==> config.mk <==
export PLATFORM = sky130hd
export DESIGN_NAME = serial_line_core
export DESIGN_NICKNAME = d
export VERILOG_FILES = /design/src/rtl/serial_line_pkg.sv /design/src/rtl/serial_char_queue.sv /design/src/rtl/serial_tx_engine.sv /design/src/rtl/serial_rx_engine.sv /design/src/rtl/serial_line_core.sv
export SDC_FILE = /design/constraint.sdc
export NUM_CORES = 1
export LEC_CHECK = 0
export BUFFER_PORTS_ARGS = -buffer_cell sky130_fd_sc_hd__buf_2
export CAP_MARGIN = 20
export CORE_ASPECT_RATIO = 0.7
export CORE_MARGIN = 2
export CORE_UTILIZATION = 56
export DETAILED_ROUTE_END_ITERATION = 16
export GPL_TIMING_DRIVEN = 0
export PLACE_DENSITY = 0.86
export SLEW_MARGIN = 40
export SYNTH_ARGS = -nofsm -noshare
export SYNTH_HDL_FRONTEND = slang
export SYNTH_SLANG_ARGS = --single-unit
==> constraint.sdc <==
create_clock -name clk -period 3.48 [get_ports clk]
set_input_delay 0.522 -clock clk [delete_from_list [all_inputs] [get_ports clk]]
set_output_delay 0.522 -clock clk [all_outputs]
set_load 0.03 [all_outputs]
==> src/rtl/serial_line_pkg.sv <==
package serial_line_pkg;

    localparam int WORD_MAX = 8;

    // Line-control word; member order matches the bit positions, LSB last.
    typedef struct packed {
        logic [1:0] wlen;      // [6:5]
        logic       deep_q;    // [4]
        logic       two_stop;  // [3]
        logic       even_par;  // [2]
        logic       par_en;    // [1]
        logic       brk;       // [0]
    } line_cfg_t;

    localparam int ERR_FRAME   = 0;
    localparam int ERR_PARITY  = 1;
    localparam int ERR_BREAK   = 2;
    localparam int ERR_OVERRUN = 3;
    localparam int ERR_W       = 4;

    typedef enum logic [2:0] {
        TX_IDLE, TX_START, TX_DATA, TX_PAR, TX_STOP
    } tx_state_e;

    typedef enum logic [2:0] {
        RX_IDLE, RX_START, RX_DATA, RX_PAR, RX_STOP, RX_HOLD
    } rx_state_e;

    // Index of the last data bit for a 2-bit word length code.
    function automatic logic [2:0] last_bit_idx(input logic [1:0] wlen);
        return 3'(WORD_MAX - 4) + 3'(wlen);
    endfunction

    function automatic logic [WORD_MAX-1:0] word_mask(input logic [1:0] wlen);
        logic [WORD_MAX-1:0] m;
        for (int i = 0; i < WORD_MAX; i++) begin
            m[i] = (i <= int'(last_bit_idx(wlen)));
        end
        return m;
    endfunction

endpackage

==> src/rtl/serial_char_queue.sv <==
module serial_char_queue #(
    parameter int WIDTH = 8,
    parameter int DEPTH = 16
) (
    input  logic             clk,
    input  logic             rst_n,
    input  logic             single,
    input  logic             push,
    input  logic [WIDTH-1:0] din,
    input  logic             pop,
    output logic [WIDTH-1:0] dout,
    output logic             empty,
    output logic             full
);
    localparam int PTR_W = (DEPTH > 1) ? $clog2(DEPTH) : 1;
    localparam int CNT_W = $clog2(DEPTH + 1);
    localparam logic [PTR_W-1:0] PTR_LAST = PTR_W'(DEPTH - 1);
    localparam logic [CNT_W-1:0] CNT_MAX  = CNT_W'(DEPTH);

    typedef struct packed {
        logic [PTR_W-1:0] rd;
        logic [PTR_W-1:0] wr;
        logic [CNT_W-1:0] cnt;
    } q_regs_t;

    q_regs_t q_q, q_d;
    logic [WIDTH-1:0] mem_q [DEPTH];
    logic do_push, do_pop;

    assign empty   = (q_q.cnt == '0);
    assign full    = single ? (q_q.cnt != '0) : (q_q.cnt == CNT_MAX);
    assign do_push = push && !full;
    assign do_pop  = pop && !empty;
    assign dout    = mem_q[q_q.rd];

    always_comb begin
        q_d = q_q;
        if (do_push) begin
            q_d.wr = (q_q.wr == PTR_LAST) ? '0 : q_q.wr + 1'b1;
        end
        if (do_pop) begin
            q_d.rd = (q_q.rd == PTR_LAST) ? '0 : q_q.rd + 1'b1;
        end
        if (do_push && !do_pop) begin
            q_d.cnt = q_q.cnt + 1'b1;
        end else if (do_pop && !do_push) begin
            q_d.cnt = q_q.cnt - 1'b1;
        end
    end

    always_ff @(posedge clk or negedge rst_n) begin
        if (!rst_n) q_q <= '0;
        else        q_q <= q_d;
    end

    always_ff @(posedge clk) begin
        if (do_push) mem_q[q_q.wr] <= din;
    end

    // A rejected write leaves the occupancy unchanged.
    assert_no_overflow_R11: assert property (@(posedge clk) disable iff (!rst_n)
        (push && full && !pop) |=> $stable(q_q.cnt));

    assert_count_bound_R11: assert property (@(posedge clk) disable iff (!rst_n)
        q_q.cnt <= CNT_MAX);

endmodule

==> src/rtl/serial_tx_engine.sv <==
module serial_tx_engine
    import serial_line_pkg::*;
#(
    parameter int OVERSAMPLE = 16
) (
    input  logic                clk,
    input  logic                rst_n,
    input  logic                tick,
    input  logic                brk,
    input  logic                par_en,
    input  logic                even_par,
    input  logic                two_stop,
    input  logic [1:0]          wlen,
    input  logic                q_empty,
    input  logic [WORD_MAX-1:0] q_data,
    output logic                q_pop,
    output logic                txd,
    output logic                active
);
    localparam int CNT_W = $clog2(OVERSAMPLE);
    localparam logic [CNT_W-1:0] LAST_TICK = CNT_W'(OVERSAMPLE - 1);

    typedef struct packed {
        tx_state_e           st;
        logic [CNT_W-1:0]    cnt;
        logic [2:0]          idx;
        logic                extra_stop;
        logic [WORD_MAX-1:0] shreg;
        logic                txd;
    } tx_regs_t;

    localparam tx_regs_t TX_RST = '{st: TX_IDLE, cnt: '0, idx: '0,
                                   extra_stop: 1'b0, shreg: '0, txd: 1'b1};

    tx_regs_t q_q, q_d;
    logic bit_end;
    logic line_nxt;

    assign bit_end = tick && (q_q.cnt == LAST_TICK);
    assign txd     = q_q.txd;
    assign active  = (q_q.st != TX_IDLE);

    always_comb begin
        q_d   = q_q;
        q_pop = 1'b0;
        if (tick && q_q.st != TX_IDLE) begin
            q_d.cnt = bit_end ? '0 : q_q.cnt + 1'b1;
        end
        case (q_q.st)
            TX_IDLE: begin
                if (!q_empty) begin
                    q_pop     = 1'b1;
                    q_d.st    = TX_START;
                    q_d.cnt   = '0;
                    q_d.idx   = '0;
                    q_d.shreg = q_data & word_mask(wlen);
                end
            end
            TX_START: begin
                if (bit_end) q_d.st = TX_DATA;
            end
            TX_DATA: begin
                if (bit_end) begin
                    if (q_q.idx == last_bit_idx(wlen)) begin
                        q_d.st         = par_en ? TX_PAR : TX_STOP;
                        q_d.extra_stop = two_stop;
                    end else begin
                        q_d.idx = q_q.idx + 1'b1;
                    end
                end
            end
            TX_PAR: begin
                if (bit_end) begin
                    q_d.st         = TX_STOP;
                    q_d.extra_stop = two_stop;
                end
            end
            TX_STOP: begin
                if (bit_end) begin
                    if (q_q.extra_stop) q_d.extra_stop = 1'b0;
                    else                q_d.st = TX_IDLE;
                end
            end
            default: q_d.st = TX_IDLE;
        endcase

        // The line level follows the state being entered, so both register together.
        case (q_d.st)
            TX_START: line_nxt = 1'b0;
            TX_DATA:  line_nxt = q_d.shreg[q_d.idx];
            TX_PAR:   line_nxt = (^q_d.shreg) ^ ~even_par;
            default:  line_nxt = 1'b1;
        endcase
        q_d.txd = brk ? 1'b0 : line_nxt;
    end

    always_ff @(posedge clk or negedge rst_n) begin
        if (!rst_n) q_q <= TX_RST;
        else        q_q <= q_d;
    end

    // Taking a character from the queue begins a low start bit.
    assert_start_low_R2: assert property (@(posedge clk) disable iff (!rst_n)
        q_pop |=> !txd);

    // Break forces the line low on the following clock.
    assert_break_low_R5: assert property (@(posedge clk) disable iff (!rst_n)
        brk |=> !txd);

endmodule

==> src/rtl/serial_rx_engine.sv <==
module serial_rx_engine
    import serial_line_pkg::*;
#(
    parameter int OVERSAMPLE = 16
) (
    input  logic                clk,
    input  logic                rst_n,
    input  logic                tick,
    input  logic                par_en,
    input  logic                even_par,
    input  logic [1:0]          wlen,
    input  logic                line,
    input  logic                q_full,
    output logic                push,
    output logic [WORD_MAX-1:0] pdata,
    output logic [ERR_W-1:0]    perr
);
    localparam int CNT_W = $clog2(OVERSAMPLE);
    localparam logic [CNT_W-1:0] LAST_TICK = CNT_W'(OVERSAMPLE - 1);
    localparam logic [CNT_W-1:0] MID_TICK  = CNT_W'(OVERSAMPLE / 2 - 1);

    typedef struct packed {
        rx_state_e           st;
        logic [CNT_W-1:0]    cnt;
        logic [2:0]          idx;
        logic [WORD_MAX-1:0] shreg;
        logic                par_line;
        logic                par_bad;
        logic                ovr_pend;
    } rx_regs_t;

    rx_regs_t q_q, q_d;
    logic at_centre;
    logic brk_seen;

    assign at_centre = tick && (q_q.cnt == LAST_TICK);
    assign brk_seen  = (q_q.shreg == '0) && !line && !q_q.par_line;

    always_comb begin
        q_d   = q_q;
        push  = 1'b0;
        pdata = q_q.shreg;
        perr  = '0;
        case (q_q.st)
            RX_IDLE: begin
                if (tick && !line) begin
                    q_d.st  = RX_START;
                    q_d.cnt = CNT_W'(1);
                end
            end
            RX_START: begin
                if (tick) begin
                    if (q_q.cnt == MID_TICK) begin
                        if (line) begin
                            q_d.st = RX_IDLE;
                        end else begin
                            q_d.st       = RX_DATA;
                            q_d.cnt      = '0;
                            q_d.idx      = '0;
                            q_d.shreg    = '0;
                            q_d.par_line = 1'b0;
                            q_d.par_bad  = 1'b0;
                        end
                    end else begin
                        q_d.cnt = q_q.cnt + 1'b1;
                    end
                end
            end
            RX_DATA: begin
                if (at_centre) begin
                    q_d.cnt            = '0;
                    q_d.shreg[q_q.idx] = line;
                    if (q_q.idx == last_bit_idx(wlen)) q_d.st = par_en ? RX_PAR : RX_STOP;
                    else                               q_d.idx = q_q.idx + 1'b1;
                end else if (tick) begin
                    q_d.cnt = q_q.cnt + 1'b1;
                end
            end
            RX_PAR: begin
                if (at_centre) begin
                    q_d.cnt      = '0;
                    q_d.par_line = line;
                    q_d.par_bad  = (line != ((^q_q.shreg) ^ ~even_par));
                    q_d.st       = RX_STOP;
                end else if (tick) begin
                    q_d.cnt = q_q.cnt + 1'b1;
                end
            end
            RX_STOP: begin
                if (at_centre) begin
                    q_d.cnt = '0;
                    q_d.st  = line ? RX_IDLE : RX_HOLD;
                    if (q_full) begin
                        q_d.ovr_pend = 1'b1;
                    end else begin
                        push              = 1'b1;
                        perr[ERR_FRAME]   = !line && !brk_seen;
                        perr[ERR_PARITY]  = q_q.par_bad && !brk_seen;
                        perr[ERR_BREAK]   = brk_seen;
                        perr[ERR_OVERRUN] = q_q.ovr_pend;
                        q_d.ovr_pend      = 1'b0;
                    end
                end else if (tick) begin
                    q_d.cnt = q_q.cnt + 1'b1;
                end
            end
            RX_HOLD: begin
                if (line) q_d.st = RX_IDLE;
            end
            default: q_d.st = RX_IDLE;
        endcase
    end

    always_ff @(posedge clk or negedge rst_n) begin
        if (!rst_n) q_q <= '0;
        else        q_q <= q_d;
    end

    // A break entry holds a zero character and no framing flag.
    assert_break_zero_R9: assert property (@(posedge clk) disable iff (!rst_n)
        (push && perr[ERR_BREAK]) |-> (pdata == '0 && !perr[ERR_FRAME]));

    // Characters are never offered to a full queue.
    assert_no_push_full_R10: assert property (@(posedge clk) disable iff (!rst_n)
        push |-> !q_full);

endmodule

==> src/rtl/serial_line_core.sv <==
module serial_line_core
    import serial_line_pkg::*;
#(
    parameter int FIFO_DEPTH = 16,
    parameter int OVERSAMPLE = 16
) (
    input  logic       clk,
    input  logic       rst_n,
    input  logic       tick16,
    input  logic [6:0] line_ctrl,
    input  logic       loopback,
    input  logic       tx_wr,
    input  logic [7:0] tx_data,
    output logic       tx_full,
    output logic       busy,
    output logic       txd,
    input  logic       rxd,
    input  logic       rx_rd,
    output logic [7:0] rx_data,
    output logic [3:0] rx_err,
    output logic       rx_empty
);
    localparam int RXQ_W = ERR_W + WORD_MAX;

    line_cfg_t cfg;
    assign cfg = line_cfg_t'(line_ctrl);

    // Two-stage synchronizer on the receive input.
    logic [1:0] sync_q, sync_d;
    always_comb sync_d = {sync_q[0], loopback ? txd : rxd};
    always_ff @(posedge clk or negedge rst_n) begin
        if (!rst_n) sync_q <= 2'b11;
        else        sync_q <= sync_d;
    end

    logic                txq_empty, tx_pop, tx_active;
    logic [WORD_MAX-1:0] txq_data;

    serial_char_queue #(.WIDTH(WORD_MAX), .DEPTH(FIFO_DEPTH)) u_txq (
        .clk(clk), .rst_n(rst_n), .single(!cfg.deep_q),
        .push(tx_wr), .din(tx_data), .pop(tx_pop),
        .dout(txq_data), .empty(txq_empty), .full(tx_full)
    );

    serial_tx_engine #(.OVERSAMPLE(OVERSAMPLE)) u_tx (
        .clk(clk), .rst_n(rst_n), .tick(tick16),
        .brk(cfg.brk), .par_en(cfg.par_en), .even_par(cfg.even_par),
        .two_stop(cfg.two_stop), .wlen(cfg.wlen),
        .q_empty(txq_empty), .q_data(txq_data), .q_pop(tx_pop),
        .txd(txd), .active(tx_active)
    );

    assign busy = tx_active || !txq_empty;

    logic                rx_push, rxq_full;
    logic [WORD_MAX-1:0] rx_pdata;
    logic [ERR_W-1:0]    rx_perr;

    serial_rx_engine #(.OVERSAMPLE(OVERSAMPLE)) u_rx (
        .clk(clk), .rst_n(rst_n), .tick(tick16),
        .par_en(cfg.par_en), .even_par(cfg.even_par), .wlen(cfg.wlen),
        .line(sync_q[1]), .q_full(rxq_full),
        .push(rx_push), .pdata(rx_pdata), .perr(rx_perr)
    );

    serial_char_queue #(.WIDTH(RXQ_W), .DEPTH(FIFO_DEPTH)) u_rxq (
        .clk(clk), .rst_n(rst_n), .single(!cfg.deep_q),
        .push(rx_push), .din({rx_perr, rx_pdata}), .pop(rx_rd),
        .dout({rx_err, rx_data}), .empty(rx_empty), .full(rxq_full)
    );

    // When busy drops the queue is empty and the line is back at idle.
    assert_idle_after_busy_R6: assert property (@(posedge clk) disable iff (!rst_n)
        $fell(busy) |-> (txq_empty && (txd || cfg.brk)));

endmodule

==> After elaboration in Yosys (flattened, before gate mapping) <==
Memories as Yosys holds them, arrays and structs flattened.
Cells that the tools add are included.
{ "totals": {"register_bits": 69, "ramBits": 320, "in_bits": 22, "out_inout_bits": 16, "n_memories": 2} }
{ "memory_table": {"columns": ["memory", "words", "width", "rd", "rd_ports_with_merged_regs", "write_ports", "line", "source"], "rows": [
  ["u_rxq.mem_q", 16, 12, 1, 0, 1, "serial_char_queue.sv:27", "logic [WIDTH-1:0] mem_q [DEPTH];"],
  ["u_txq.mem_q", 16, 8, 1, 0, 1, "serial_char_queue.sv:27", null]
]} }
{ "op_classes": {"n_addsub": 13, "n_lt_le_gt_ge": 10, "eq_ne": 40, "n_mux": 74, "bitwise_logic": 4, "reduce_logical": 53} }
{ "op_table": {"columns": ["op", "count"], "rows": [
  ["two-way mux 4 bit", 14],
  ["two-way mux 3 bit", 16],
  ["adder 4 x 1 -> 4 bit, second input constant", 6],
  ["equality test 4 bit, second input constant", 6],
  ["case mux 11 bit (2 select lines)", 1],
  ["two-way mux 20 bit", 1],
  ["two-way mux 5 bit", 4],
  ["inequality test 2 x 1 -> 1 bit, second input constant", 10],
  ["AND reduction 5 bit", 4],
  ["two-way mux 1 bit", 19],
  ["equality test 3 x 2 -> 1 bit, second input constant", 6],
  ["case mux 3 bit (6 select lines)", 1],
  ["logical AND 1 bit", 17],
  ["two-way mux 17 bit", 1],
  ["two-way mux 8 bit", 2],
  ["parity 8 bit", 2],
  ["case mux 3 bit (5 select lines)", 1],
  ["two-way mux 13 bit", 1],
  ["less-or-equal comparator 3 bit, first input constant", 4],
  ["case mux 4 bit (3 select lines)", 1],
  ["logical NOT 1 bit", 11],
  ["two-way mux 11 bit", 1],
  ["adder 5 x 1 -> 5 bit, second input constant", 2],
  ["equality test 5 bit, second input constant", 2],
  ["38 further kinds", 61]
]} }

==> Longest topological paths before layout <==
Gate-level depths: netlist of the first run.
{ "depth": {"ltp_word": 10, "depth_mapped": 14, "mapped_depth_nobuf": 13} }

==> By module <==
A second synthesis of the first run with hierarchy kept.
{ "unflattened": {"hier_cells": 1107, "hier_area_um2": 17106.4} }
{ "by_module_without_submodules": {"columns": ["mod", "n_inst", "cells_each", "area_per_inst_um2", "seq_area_each_um2"], "rows": [
  ["serial_char_queue (u_rxq)", 1, 439, 8265.4, 6090.8],
  ["serial_char_queue (u_txq)", 1, 327, 5808.1, 4169.0],
  ["serial_rx_engine", 1, 187, 1527.7, 525.5],
  ["serial_tx_engine", 1, 149, 1427.6, 501.7],
  ["serial_line_core", 1, 5, 77.6, 52.6]
]} }

==> Worst setup path after synthesis of the first run <==
No wires, ideal clock.
{ "synth_timing": {"path_kind": "flip-flop to flip-flop", "from": "reg u_rxq.q_q[0] (netlist bit)", "to": "reg u_rxq.q_q[4] (netlist bit)", "arrival_ps": 3591, "path_slack_ps": -236, "stages_incl_launch_ff": 14, "path_buffers": 1, "path_cell_list": "dfrtp_1 or4_1 nor2_1 a21oi_1 nor3_1 clkbuf_1 ha_1 inv_1 fa_1 a21o_1 a21oi_1 xnor2_1 nor2_1 xor2_1"} }
{ "synth_between": {"word_cells_on_any_way": 20, "classes_between": "2 x add/sub; 1 x eq/ne; 6 x mux; 11 x reduce/logical"} }
{ "synth_rtl": {"columns": ["item", "line", "source"], "rows": [
  ["start: declaration", "serial_char_queue.sv:26", "q_regs_t q_q, q_d;"],
  ["start signal: assignment", "serial_char_queue.sv:53", "else q_q <= q_d;"],
  ["logical NOT 5 bit *", "serial_char_queue.sv:30", "assign empty = (q_q.cnt == '0);"],
  ["net rx_empty", "serial_line_core.sv:21", "output logic rx_empty"],
  ["logical NOT 1 bit *", "serial_char_queue.sv:33", "assign do_pop = pop && !empty;"],
  ["logical AND 1 bit *", "serial_char_queue.sv:33", null],
  ["logical NOT 1 bit", "serial_char_queue.sv:44", "if (do_push && !do_pop) begin"],
  ["logical AND 1 bit", "serial_char_queue.sv:44", null],
  ["two-way mux 5 bit / nonzero test 2 bit (equally long branches)", null, null]
]} }
Mark *: on every way through the listed nets, which the timed path passes. The rest lies on a longest branch. The select of a mux whose other input is x is not followed.
A chain may end at the register's enable or synchronous reset.

==> Final worst setup path of the first run <==
{ "layout_timing": {"from": "reg u_rxq.q_q[0] (netlist bit)", "to": "reg u_rxq.q_q[4] (netlist bit)"} }
{ "layout_between": {"elab_chain_len": 9, "word_cells_on_any_way": 20, "classes_between": "2 x add/sub; 1 x eq/ne; 6 x mux; 11 x reduce/logical"} }
{ "layout_rtl": {"columns": ["item", "line", "source"], "rows": [
  ["equality test 5 bit / nonzero test 5 bit (equally long branches)", "serial_char_queue.sv:31", "assign full = single ? (q_q.cnt != '0) : (q_q.cnt == CNT_MAX);"],
  ["two-way mux 1 bit *", "serial_char_queue.sv:31", null],
  ["two-way mux 1 bit", "serial_rx_engine.sv:93", "if (q_full) begin"],
  ["two-way mux 1 bit", "serial_rx_engine.sv:90", "if (at_centre) begin"],
  ["two-way mux 1 bit", "serial_rx_engine.sv:44", "case (q_q.st)"],
  ["logical AND 1 bit *", "serial_char_queue.sv:32", "assign do_push = push && !full;"],
  ["net u_rxq.do_push", "serial_char_queue.sv:28", "logic do_push, do_pop;"],
  ["logical NOT 1 bit", "serial_char_queue.sv:46", "end else if (do_pop && !do_push) begin"],
  ["logical AND 1 bit", "serial_char_queue.sv:46", null],
  ["nonzero test 2 bit (no line)", null, null]
]} }
Marked as above.

==> run_results.csv, run 1 <==
group,metric,value,unit
placed_design,io_buffers,35,
sta,finalHoldViolations,0,
sta,relSlewSlack,44.8,%
synthesis,synthFlopType,"edfxtp_1",
synthesis,synth_area,0.0167,sq mm
drt,wire_per_inst,24.2,microns
grt,grt_pass1_wl,59900,microns
grt,grt_pass1_vias,10500,
floorplanning,die_area,0.0312,sq mm
synthesis,syn_avg_cell_area,15.0,sq um
pwr,worst_ir_drop_vdd,0.000502,V
drt,vias,10400,
grt,grt_antenna_before_repair,0,
floorplanning,initial_utilization,57.3,%
grt,grt_usage,25.5,%
critical_path,worst_setup_path_end_kind,"flop",
outcome,status,"finished clean",
drt,wirelength,39100,microns
layout,final_cell_mix,"edfxtp_1 (320), nand2_1 (83), mux2i_1 (71)",
layout,fin_nets,1257,
synthesis,synthArstFlopShare,17.7,%
drt,first_iter_violations,1234,
placed_design,gp_congestion,0.866,
critical_path,r2r_slack,0.12,ns
cts,cts_tree,"yes",
critical_path,critPathCapture,"u_rxq.q_q[4]$_DFFE_PN0P_",
drt,ant_nets,0,
critical_path,cp_common_cell,"a21oi_1",
grt,grt_max_degree,55,
sta,rsz0062_at_grt,"no",
placed_design,hpwlAfterDp,25400,microns
sta,fin_crit_sh,96.5,%
cts,clock_latency,0.55,ns
critical_path,crit_start,"u_rxq.q_q[0]$_DFFE_PN0P_",
synthesis,seq_area_frac_synth,67.9,%
layout,drive_above_1_share,20.7,%
sta,drv_slew,0,
synthesis,synth_seq_cells,389,
layout,n_antenna_cell,0,
critical_path,timing.rr.start,"u_rxq.q_q[0]$_DFFE_PN0P_",
critical_path,worst_setup_path_start_kind,"flop",
cts,clkTransAtPathRegs,0.06,ns
synthesis,synth_edf_count,320,
sta,setup_viol,0,
job,max-cap-violations,0,
layout,finalInstanceArea,0.0189,sq mm
sta,finClkSkew,0.0270,ns
critical_path,critPathArrivalTime,3.76,ns
hold_path,hp-start,"rxd",
critical_path,crit_chain,"or4_4, nor2_4, a21oi_1, nor3_2, clkbuf_4, ha_1, inv_1, fa_1, a21o_1, a21oi_1, xnor2_1, nor2_1, xor2_1",
floorplanning,die_h,148,microns
critical_path,r2r_end,"u_rxq.q_q[4]$_DFFE_PN0P_",
pwr,p_per_area,793,mW/mm^2
floorplanning,die_width,210,microns
sta,fmax,0.298,GHz
critical_path,path_class,"reg -> reg",
cts,clockRootBuffer,"clkbuf_16",
drt,vias_per_cell,6.43,
floorplanning,rows,52,
synthesis,synthesis.nets,1162,
synthesis,netlist_instances,1112,
sta,worst_pin_slew,0.827,ns
cts,htreeDepth,2,
cts,cts_buffers,37,
layout,area_growth,13.1,%
cts,max-clock-path-buffers,3,
layout,fill_cells,1921,
critical_path,cpMaxStageDelayCell,"or4_4",
drt,dr.pass1.iters,6,
cts,clock_sinks,389,
pwr,power.leakage,6.66,nW
critical_path,critPathRequiredTime,3.88,ns
grt,grt_overflow,0,
sta,fin_crit,3.36,ns
critical_path,worst-r2r-cell-count,13,
placed_design,place_inst,1546,
synthesis,yosysUniqueCellTypes,71,
synthesis,ys_warn_count,0,
critical_path,slowest_delay,0.59,ns
layout,final_common_cell,"edfxtp_1",
floorplanning,core_area,0.0291,sq mm
critical_path,path_max_fanout,10,
layout,fin_cells,1613,
sta,timing.hold.ws,0.241,ns
placed_design,dpl_cell_area,0.0176,sq mm
floorplanning,ios,38,
drt,drc,0,
hold_path,hold_path_class,"in -> reg",
cell type report:
type	count	area, sq um	share of cell area, %
sequential	389	11300	60.0
multi-input combinational	627	5080	26.9
clock buffer	50	1050	5.54
tap	378	473	2.50
timing repair buffer	58	354	1.87
buffer	59	317	1.68
inverter	35	139	0.735
clock inverter	17	135	0.715
cell usage after synthesis (8+ instances only):
| master | number | share of area [%] |
|---|---|---|
| a221oi_1 | 15 | 0.79 |
| edfxtp_1 | 320 | 58 |
| xnor2_1 | 24 | 1.3 |
| mux4_2 | 39 | 5.3 |
| buf_1 | 9 | 0.20 |
| mux2_2 | 20 | 1.3 |
| nor3_1 | 19 | 0.57 |
| nand3_1 | 23 | 0.69 |
| clkbuf_1 | 32 | 0.72 |
| a21o_1 | 8 | 0.36 |
| buf_2 | 12 | 0.36 |
| nand2_1 | 83 | 1.9 |
| nor2_1 | 58 | 1.3 |
| dfrtp_1 | 66 | 9.9 |
| o21ai_0 | 70 | 2.1 |
| ha_1 | 26 | 1.9 |
| and2_1 | 9 | 0.34 |
| inv_1 | 32 | 0.72 |
| a21oi_1 | 32 | 0.96 |
| mux2i_1 | 71 | 4.3 |
| a22oi_1 | 17 | 0.76 |
logic make-up after synthesis:
kind of cell             synth area share (%)
adder cells (fa/ha/maj)                  2.19
multiplexers                             10.9
flip-flops                               67.9
AO/OA/AOI/OAI                            8.00
AND/OR/NAND/NOR                          6.74
buffers and inverters                    2.59
XOR/XNOR                                 1.71
sequential cells by signal (all words and copies together), names as in the netlist:
register	count
u_rx.q_q	13
u_txq.q_q	13
u_txq.mem_q	128
u_tx.q_q	19
u_rxq.mem_q	192
sync_q	2
u_tx.txd	1
u_rx.pdata	8
u_rxq.q_q	13
timing repair:
item	in CTS	in global routing
cloned	0	0
setup buffers	1	0
hold buffers	1	0
setup endpoints to repair	26	14
pin swaps	1	0
gates resized for setup	11	21
hold endpoints to repair	15	0
layer usage:
metal	part of all wire [%]	wire [microns]	GRT usage, %
met4	2.4	926	7.50
met2	46	18100	39.3
met5	0	0	0
met1	40	15600	36.6
met3	12	4530	6.50
worst max-delay path: cells and delay by family, from the launching register on:
| kind | cells | cell delay, ns |
|---|---|---|
| AOI/OAI and AO/OA | 3 | 0.50 |
| xor gates and xnor gates | 2 | 0.30 |
| adders and majority gates | 2 | 0.63 |
| buffers and inverters | 2 | 0.36 |
| DFF | 1 | 0.44 |
| and+or+nand+nor | 4 | 0.98 |
worst min-delay path by stage:
stage / endpoint / slack (ns) / depth (start not counted)
3_3_place_gp: sync_q[1]$_DFF_PN1_ / 0.35 / 0
6_report: sync_q[0]$_DFF_PN1_ / 0.24 / 2
4_1_cts: sync_q[0]$_DFF_PN1_ / 0.23 / 2
3_5_place_dp: sync_q[1]$_DFF_PN1_ / 0.35 / 0
5_1_grt: sync_q[0]$_DFF_PN1_ / 0.24 / 2
2_1_floorplan: u_rx.pdata[0]$_DFFE_PN0P_ / 0.23 / 0
through the flow:
step           setup slack [ns]  utilization, %  setup TNS, ns  total power, mW
2_1_floorplan            0.0130               -              0             9.46
3_3_place_gp             -0.641            59.5         -33.69             10.6
3_5_place_dp             -0.422            60.5          -1.06             10.9
4_1_cts                -0.00850            64.6       -0.00850             14.9
5_1_grt                 0.00797            64.8              0             15.6
6_report                  0.123            64.8              0             15.0
power by group:
group	total [mW]	switching (mW)	internal, mW
clock	3.97	1.71	2.26
combinational	5.14	3.15	1.99
sequential	5.86	0.374	5.49
total	15.0	5.23	9.75
Note: power is estimated with default switching activity, not from simulation.
==> run 2, diff against run 1 <==
--- a/config.mk
+++ b/config.mk
@@ -13,7 +13,9 @@
 export DETAILED_ROUTE_END_ITERATION = 16
 export GPL_TIMING_DRIVEN = 0
 export PLACE_DENSITY = 0.86
+export REMOVE_ABC_BUFFERS = 1
 export SLEW_MARGIN = 40
 export SYNTH_ARGS = -nofsm -noshare
 export SYNTH_HDL_FRONTEND = slang
 export SYNTH_SLANG_ARGS = --single-unit
+export TNS_END_PERCENT = 10
==> run_results.csv, run 2 (synthesized netlist as in run 1, its figures left out) <==
group,metric,value,unit
outcome,status,"finished clean",
cts,htreeDepth,2,
critical_path,worst_setup_path_end_kind,"output pin",
critical_path,crit_cells,6,
placed_design,hpwlAfterDp,23400,microns
layout,fin_nets,1205,
drt,drc,0,
critical_path,critPathArrivalTime,2.87,ns
critical_path,worst-r2r-cell-count,9,
layout,final_cell_mix,"edfxtp_1 (320), nand2_1 (83), mux2i_1 (71)",
critical_path,path_max_fanout,29,
layout,area_growth,12.2,%
grt,grt_max_degree,55,
sta,fin_crit,3.40,ns
cts,clock_latency,0.54,ns
grt,grt_usage,25.1,%
layout,finalInstanceArea,0.0187,sq mm
cts,max-clock-path-buffers,3,
sta,drv_slew,0,
layout,n_antenna_cell,0,
floorplanning,die_area,0.0312,sq mm
sta,fmax,0.294,GHz
sta,finClkSkew,0.0239,ns
cts,cts_tree,"yes",
drt,ant_nets,0,
floorplanning,initial_utilization,57.3,%
hold_path,hold_path_class,"in -> reg",
drt,routed.top_layer,"met4",
grt,grt_pass1_vias,10100,
drt,wl_met2,18000,microns
cts,cts_buffers,37,
cts,clockRootBuffer,"clkbuf_16",
floorplanning,die_h,148,microns
floorplanning,die_width,210,microns
drt,dr.pass1.iters,5,
critical_path,critPathBufInv,2,
sta,worst_pin_slew,0.859,ns
grt,grt_antenna_before_repair,0,
pwr,power,14.8,mW
sta,rsz0062_at_grt,"yes",
critical_path,critPathRequiredTime,2.96,ns
grt,grt_overflow,0,
floorplanning,ios,38,
hold_path,min_path_cells,2,
placed_design,gp_congestion,0.819,
cts,clock_sinks,389,
drt,vias,10100,
layout,largest-register,"u_rxq.mem_q",
critical_path,worst_setup_path_start_kind,"flop",
pwr,p_per_area,789,mW/mm^2
sta,fin_ws,0.0840,ns
critical_path,crit_chain,"and2_1, buf_8, a221oi_1, a22oi_1, nand2_1, buf_2",
layout,final_common_cell,"edfxtp_1",
layout,largest_reg_flops,192,
pwr,power.leakage,6.53,nW
critical_path,slowest_delay,0.69,ns
drt,first_iter_violations,1274,
floorplanning,core_area,0.0291,sq mm
job,max-cap-violations,0,
floorplanning,rows,52,
layout,postLayoutCoreUtil,64.3,%
drt,wl_met3,4130,microns
placed_design,io_buffers,37,
critical_path,path_class,"reg -> out",
placed_design,pre_cts_slack,-0.415,ns
sta,setup_viol,0,
placed_design,dpl_cell_area,0.0174,sq mm
drt,wirelength,38300,microns
sta,fin_crit_sh,97.6,%
drt,wire_per_inst,24.5,microns
drt,wl_met1,15400,microns
sta,relSlewSlack,42.7,%
grt,grt_pass1_wl,59000,microns
critical_path,cp_top_family,"flip-flops",
drt,vias_per_cell,6.49,
layout,top_regs,"u_rxq.mem_q (192), u_txq.mem_q (128), u_tx.q_q (19)",
critical_path,cpMaxStageDelayCell,"dfrtp_4",
cts,clkTransAtPathRegs,0.06,ns
sta,finalHoldViolations,0,
layout,drive_above_1_share,19.9,%
pwr,worst_ir_drop_vdd,0.000698,V
run 2: layout make-up:
cell class	instances	area, sq um
Sequential cell	389	11400
Clock inverter	22	233
Tap cell	378	473
Timing Repair Buffer	65	457
Fill cell	1897	10400
Inverter	35	139
Clock buffer	46	970
Multi-Input combinational cell	627	5100
run 2: path summary, 6_finish.rpt:
check / from / endpoint / slack, ns
hold reg to reg: sync_q[0]$_DFF_PN1_ / sync_q[1]$_DFF_PN1_ / 0.36
max in group asynchronous: rst_n / u_rxq.q_q[10]$_DFFE_PN0P_ / 2.55
hold / removal: rxd / sync_q[0]$_DFF_PN1_ / 0.23
min in group asynchronous: rst_n / u_rx.q_q[1]$_DFFE_PN0P_ / 0.37
setup / recovery: u_rxq.q_q[10]$_DFFE_PN0P_ / rx_data[7] / 0.08
setup reg to reg: u_txq.q_q[10]$_DFFE_PN0P_ / u_tx.txd$_DFF_PN1_ / 0.15
run 2: report_power, final:
| group | switching [mW] | internal (mW) | total (mW) |
|---|---|---|---|
| combinational | 2.45 | 1.91 | 4.36 |
| sequential | 0.886 | 5.50 | 6.39 |
| clock | 1.74 | 2.30 | 4.04 |
| total | 5.08 | 9.71 | 14.8 |
run 2: routing by layer:
metal  vias to the layer above  GRT usage [%]
li1                       4376              -
met1                      5028           35.7
met2                       651           38.8
met3                        77           5.74
met4                         0           8.27
met5                         -              0
run 2: timing repair:
item / 4_1_cts / 5_1_grt
gates resized for setup: 3 / 4
hold buffers: 1 / 0
setup buffers: 2 / 1
hold endpoints to repair: 15 / 0
pin swaps: 1 / 0
setup endpoints to repair: 145 / 13
run 2: metrics by stage:
step,cells,TNS (ns),hold slack (ns)
floorplan,1051,-33.31,0.226
global placement,1466,-213.15,0.348
detailed placement,1490,-12.49,0.348
CTS,1561,-0.0527,0.214
global route,1562,-0.0177,0.219
finish,1562,0,0.229
